--- config.mk ---
export PLATFORM = sky130hd
export DESIGN_NAME = boot_vector_fetch
export DESIGN_NICKNAME = d
export VERILOG_FILES = /design/src/rtl/boot_fetch_pkg.sv /design/src/rtl/bf_rst_sync.sv /design/src/rtl/bf_fetch_ctrl.sv /design/src/rtl/bf_vec_regs.sv /design/src/rtl/boot_vector_fetch.sv
export SDC_FILE = /design/constraint.sdc
export NUM_CORES = 1
export LEC_CHECK = 0
export ABC_AREA = 1
export BUFFER_PORTS_ARGS = -buffer_cell sky130_fd_sc_hd__buf_4
export CAP_MARGIN = 10
export CORE_MARGIN = 4
export CORE_UTILIZATION = 45
export CTS_CLUSTER_SIZE = 25
export DETAILED_ROUTE_END_ITERATION = 12
export PLACE_DENSITY = 0.76
export SETUP_SLACK_MARGIN = 0.2
export SKIP_CTS_REPAIR_TIMING = 1
export SLEW_MARGIN = 20
export SYNTH_ARGS = -nofsm -noshare
export SYNTH_HDL_FRONTEND = slang
export SYNTH_SLANG_ARGS = --single-unit
--- constraint.sdc ---
create_clock -name clk -period 3.2 [get_ports clk]
set_clock_uncertainty 0.15 [all_clocks]
set_input_delay 0.32 -clock clk [delete_from_list [all_inputs] [get_ports clk]]
set_output_delay 0.32 -clock clk [all_outputs]
set_load 0.05 [all_outputs]
--- src/rtl/boot_fetch_pkg.sv ---
package boot_fetch_pkg;

  typedef enum logic [2:0] {
    BF_IDLE  = 3'd0,
    BF_SP    = 3'd1,
    BF_PC    = 3'd2,
    BF_START = 3'd3,
    BF_DONE  = 3'd4
  } bf_state_e;

endpackage

--- src/rtl/bf_rst_sync.sv ---
module bf_rst_sync #(
  parameter int STAGES = 2
) (
  input  logic clk,
  input  logic arst_n,
  output logic rst_sync_n
);

  logic [STAGES-1:0] sync_q;
  logic [STAGES-1:0] sync_d;

  generate
    for (genvar i = 0; i < STAGES; i++) begin : g_stage
      if (i == 0) begin : g_first
        assign sync_d[i] = 1'b1;
      end else begin : g_next
        assign sync_d[i] = sync_q[i-1];
      end
    end
  endgenerate

  always_ff @(posedge clk or negedge arst_n) begin
    if (!arst_n) sync_q <= '0;
    else         sync_q <= sync_d;
  end

  assign rst_sync_n = sync_q[STAGES-1];

endmodule

--- src/rtl/bf_fetch_ctrl.sv ---
module bf_fetch_ctrl
  import boot_fetch_pkg::*;
#(
  parameter int ADDR_W     = 32,
  parameter int WORD_BYTES = 4
) (
  input  logic              clk,
  input  logic              rst_n,
  input  logic              rvalid,
  output logic              mem_req,
  output logic [ADDR_W-1:0] mem_addr,
  output logic              cap_sp,
  output logic              cap_pc,
  output logic              start
);

  localparam logic [ADDR_W-1:0] SP_ADDR = '0;
  localparam logic [ADDR_W-1:0] PC_ADDR = ADDR_W'(WORD_BYTES);

  bf_state_e state_q, state_d;

  always_comb begin
    state_d = state_q;
    case (state_q)
      BF_IDLE:  state_d = BF_SP;
      BF_SP:    if (rvalid) state_d = BF_PC;
      BF_PC:    if (rvalid) state_d = BF_START;
      BF_START: state_d = BF_DONE;
      BF_DONE:  state_d = BF_DONE;
      default:  state_d = BF_IDLE;
    endcase
  end

  always_ff @(posedge clk or negedge rst_n) begin
    if (!rst_n) state_q <= BF_IDLE;
    else        state_q <= state_d;
  end

  assign mem_req  = (state_q == BF_SP) || (state_q == BF_PC);
  assign mem_addr = (state_q == BF_PC) ? PC_ADDR : SP_ADDR;
  assign cap_sp   = (state_q == BF_SP) && rvalid;
  assign cap_pc   = (state_q == BF_PC) && rvalid;
  assign start    = (state_q == BF_START);

  AST_REQ_HOLD: assert property (@(posedge clk) disable iff (!rst_n)
    (mem_req && !rvalid) |=> (mem_req && $stable(mem_addr))) else $error("req hold");

  AST_PC_AFTER_SP: assert property (@(posedge clk) disable iff (!rst_n)
    (mem_req && mem_addr == PC_ADDR) |-> $past(mem_req)) else $error("pc order");

  AST_START_ONE_CYCLE: assert property (@(posedge clk) disable iff (!rst_n)
    start |=> !start) else $error("start width");

  AST_NO_REQ_AFTER_START: assert property (@(posedge clk) disable iff (!rst_n)
    start |=> !mem_req) else $error("req after start");

endmodule

--- src/rtl/bf_vec_regs.sv ---
module bf_vec_regs #(
  parameter int DATA_W = 32
) (
  input  logic              clk,
  input  logic              rst_n,
  input  logic              cap_sp,
  input  logic              cap_pc,
  input  logic [DATA_W-1:0] rdata,
  output logic [DATA_W-1:0] sp,
  output logic [DATA_W-1:0] pc,
  output logic              isa
);

  logic [DATA_W-1:0] sp_q, sp_d, pc_q, pc_d;
  logic              isa_q, isa_d;

  always_comb begin
    sp_d  = sp_q;
    pc_d  = pc_q;
    isa_d = isa_q;
    if (cap_sp) sp_d = rdata;
    if (cap_pc) begin
      pc_d  = {rdata[DATA_W-1:1], 1'b0};
      isa_d = rdata[0];
    end
  end

  always_ff @(posedge clk or negedge rst_n) begin
    if (!rst_n) begin
      sp_q  <= '0;
      pc_q  <= '0;
      isa_q <= 1'b0;
    end else begin
      sp_q  <= sp_d;
      pc_q  <= pc_d;
      isa_q <= isa_d;
    end
  end

  assign sp  = sp_q;
  assign pc  = pc_q;
  assign isa = isa_q;

  AST_SP_CAPTURE: assert property (@(posedge clk) disable iff (!rst_n)
    cap_sp |=> (sp == $past(rdata))) else $error("sp capture");

  AST_PC_EVEN: assert property (@(posedge clk) disable iff (!rst_n)
    cap_pc |=> (pc[DATA_W-1:1] == $past(rdata[DATA_W-1:1]) && !pc[0])) else $error("pc capture");

  AST_ISA_FROM_WORD: assert property (@(posedge clk) disable iff (!rst_n)
    cap_pc |=> (isa == $past(rdata[0]))) else $error("isa capture");

  AST_HOLD_WHEN_IDLE: assert property (@(posedge clk) disable iff (!rst_n)
    (!cap_sp && !cap_pc) |=> ($stable(sp) && $stable(pc) && $stable(isa))) else $error("hold");

endmodule

--- src/rtl/boot_vector_fetch.sv ---
module boot_vector_fetch #(
  parameter int ADDR_W      = 32,
  parameter int DATA_W      = 32,
  parameter int SYNC_STAGES = 2
) (
  input  logic              clk,
  input  logic              rst_n,
  output logic              mem_req,
  output logic [ADDR_W-1:0] mem_addr,
  input  logic [DATA_W-1:0] mem_rdata,
  input  logic              mem_rvalid,
  output logic [DATA_W-1:0] core_sp,
  output logic [DATA_W-1:0] core_pc,
  output logic              core_isa,
  output logic              core_start
);

  localparam int WORD_BYTES = DATA_W / 8;

  logic rst_int_n;
  logic cap_sp, cap_pc;

  bf_rst_sync #(.STAGES(SYNC_STAGES)) u_rst_sync (
    .clk        (clk),
    .arst_n     (rst_n),
    .rst_sync_n (rst_int_n)
  );

  bf_fetch_ctrl #(.ADDR_W(ADDR_W), .WORD_BYTES(WORD_BYTES)) u_ctrl (
    .clk      (clk),
    .rst_n    (rst_int_n),
    .rvalid   (mem_rvalid),
    .mem_req  (mem_req),
    .mem_addr (mem_addr),
    .cap_sp   (cap_sp),
    .cap_pc   (cap_pc),
    .start    (core_start)
  );

  bf_vec_regs #(.DATA_W(DATA_W)) u_regs (
    .clk    (clk),
    .rst_n  (rst_int_n),
    .cap_sp (cap_sp),
    .cap_pc (cap_pc),
    .rdata  (mem_rdata),
    .sp     (core_sp),
    .pc     (core_pc),
    .isa    (core_isa)
  );

  AST_START_AFTER_RESPONSE: assert property (@(posedge clk) disable iff (!rst_int_n)
    $rose(core_start) |-> $past(mem_rvalid)) else $error("start without response");

  AST_RESET_QUIET: assert property (@(posedge clk)
    !rst_n |-> (!mem_req && !core_start)) else $error("reset quiet");

endmodule

==> results.tsv <==
metric	value	unit
layout.cells.non_filler	530	
tritoncts	built	
antenna_found_initial	0	
synth.area.top_cells	dfrtp_1 (54%), nand2_1 (15%), nand4_1 (13%)	
grt_start_max_net_pins	69	
initial_utilization	0.465	
io_buffers	101	
syn-cell-area	0.00317	sq mm
commonest_cells_after_routing_fill_and_taps_aside	nand2_1 (130), buf_4 (106), dfrtp_1 (68)	
finalMaxSlewViolations	0	
synth_top_family_by_area	simple AND/OR/NAND/NOR gates	
reg2reg_depth	4	
synthesis.yosys.warnings	0	
fp-row-count	30	
totalNegativeSetupSlack	0	ns
htree_levels	3	
dp_cells	513	
timing.critical_path.fanout_max	32	
die_width	92.0	um
fin_nets	464	
setup.worst_path.start_class	flop	
cp_data_arrival_time	2.23	ns
cap_violations	0	
worst_setup_path_end_kind	flop	
post-synth-top-area-cell	dfrtp_1	
max_freq	459	MHz
design.core.area	0.00683	sq mm
die_area	0.00846	sq mm
setup_violations	0	
grtUsageTotal	0.193	
yosys.area_share.adder	0	
static-leakage-power	0.00216	uW
r2r_end	u_regs.pc[14]$_DFFE_PN0P_	
worstMarginPinSlew	0.706	ns
place.detailed.hpwl	5540	um
relSlewSlack	0.529	
synthCells	338	
fp.dieH	92.0	um
synth_compound_gate_area_share	0.00709	
detailedRoute.firstPassIterationCount	4	
final_hold_viol_count	0	
route.detailed.drc	0	
min_period_over_period	0.680	
layout.cells.most_common	nand2_1	
power.ir.vdd_worst	0.798	mV
grt_overflow	0	
synth-seq-area-share	0.544	
worst_r2r_startpoint	u_ctrl.state_q[1]$_DFFE_PN0P_	
clk-insertion-delay-late	0.32	ns
crit_start	u_ctrl.state_q[1]$_DFFE_PN0P_	
timing.critical_path.required	3.26	ns
timing.final.crit_period	2.18	ns
grt_setup_unrepaired	false	
cts-root-to-sink-buffers	2	
syn_avg_cell_area	9.39	sq um
grt_pass1_wl	13100	um
n_fill_cell	634	
clk_pin_slew	0.08	ns
place_congestion	0.805	
syn_to_final_growth	24.5	%
postRouteAntennaNets	0	
synth_seq_cells	69	
clock_sink_count	69	
drt-vias-per-instance	4.98	
antenna-diode-count	0	
cts_root_buffer	clkbuf_8	
vias	2638	
status	finished clean	
post_synth_and_or_nand_nor_area_fraction	0.300	
post_synth_mux_area_share	0	
crit_path_end	u_regs.pc[14]$_DFFE_PN0P_	
synth_top_cell_area_share	0.544	
reg2reg_setup_slack	1.02	ns
detailedRoute.firstIterationViolations	178	
criticalPathCategory	reg2reg	
numCtsBuffers	9	
drive_gt1_frac	0.300	
min-delay-path-class	reg2async	
post_synth_num_cell_types	20	
totalWireLength	8160	um
first_global_vias	2591	
synth_xor_xnor_area_share	0	
power.density	1300	mW/mm^2
pin_count	134	
routed_wl_per_cell	15.4	um
-- how the worst min path moves through the flow --
stage	start	endpoint	slack (ns)	depth (start not counted)
2_1_floorplan	rst_n	u_rst_sync.sync_q[0]$_DFF_PN0_	-0.13	0
3_3_place_gp	rst_n	u_rst_sync.sync_q[0]$_DFF_PN0_	-0.05	1
3_5_place_dp	rst_n	u_rst_sync.sync_q[0]$_DFF_PN0_	-0.04	1
4_1_cts	rst_n	u_rst_sync.sync_q[0]$_DFF_PN0_	-0.40	1
5_1_grt	mem_rdata[30]	u_regs.pc[30]$_DFFE_PN0P_	0.09	3
6_report	u_rst_sync.sync_q[1]$_DFF_PN0_	u_regs.sp[26]$_DFFE_PN0P_	0.05	0
-- metal layers --
metal	wire length, um	vias to the layer above	track usage	share of wire
met4	57	0	0.0755	0.0070
met3	563	4	0.0451	0.069
met5	0	-	0	0
met2	4080	121	0.316	0.50
li1	-	1250	-	-
met1	3460	1263	0.249	0.42
-- logic make-up (layout without fill, tap and decap cells) --
logic type	count (synthesis)	count (layout)
and+or+nand+nor	200	200
buffers and inverters	63	128
AOI/OAI and AO/OA	4	4
DFF	69	69
other	2	33
-- cells in the mapped netlist, drive strengths merged --
| library cell | count |
|---|---|
| nand3 | 2 |
| inv | 5 |
| nand2 | 130 |
| o21ai | 2 |
| buf | 55 |
| clkbuf | 3 |
| o21a | 1 |
| nand4 | 65 |
| a21oi | 1 |
| dfrtp | 69 |
| conb | 2 |
| nor2 | 3 |
-- sequential cells by signal, indices dropped and copies added (netlist names) --
name	flops
u_ctrl.state_q	3
u_regs.pc	31
u_regs.sp	32
u_regs.isa	1
u_rst_sync.sync_q	2
-- area by class of cell --
| type | count | area (sq um) | share of cell area |
|---|---|---|---|
| Clock buffer | 11 | 141 | 0.0358 |
| Clock inverter | 5 | 36.3 | 0.00918 |
| Inverter | 5 | 23.8 | 0.00601 |
| Multi-Input combinational cell | 237 | 1100 | 0.278 |
| Sequential cell | 69 | 1730 | 0.437 |
| Tap cell | 96 | 120 | 0.0304 |
| Timing Repair Buffer | 107 | 806 | 0.204 |
-- through the flow --
step	total power, uW	util	hold slack (ns)	setup slack [ns]	instance area (sq um)
finish	5140	0.579	0.0535	1.02	3950
global route	5410	0.579	0.0871	0.850	3950
CTS	5180	0.577	-0.403	1.03	3940
detailed placement	4550	0.551	-0.0422	1.05	3760
global placement	4490	0.551	-0.0472	1.10	3760
floorplan	3720	-	-0.126	0.986	3290
-- report_power, final --
group	switching, uW	leakage [uW]	total (uW)	internal (uW)
Combinational	2210	0.00122	2970	762
Clock	327	0.0000815	630	303
Sequential	278	0.000861	1540	1260
-- worst max-delay path, cell delays in order (launching register included) --
cell     delay (ns)
dfrtp_1        0.57
buf_4          0.39
nand3_2        0.62
nand2_1        0.23
nand2_1        0.08
Power figures use the tool's default switching activity.
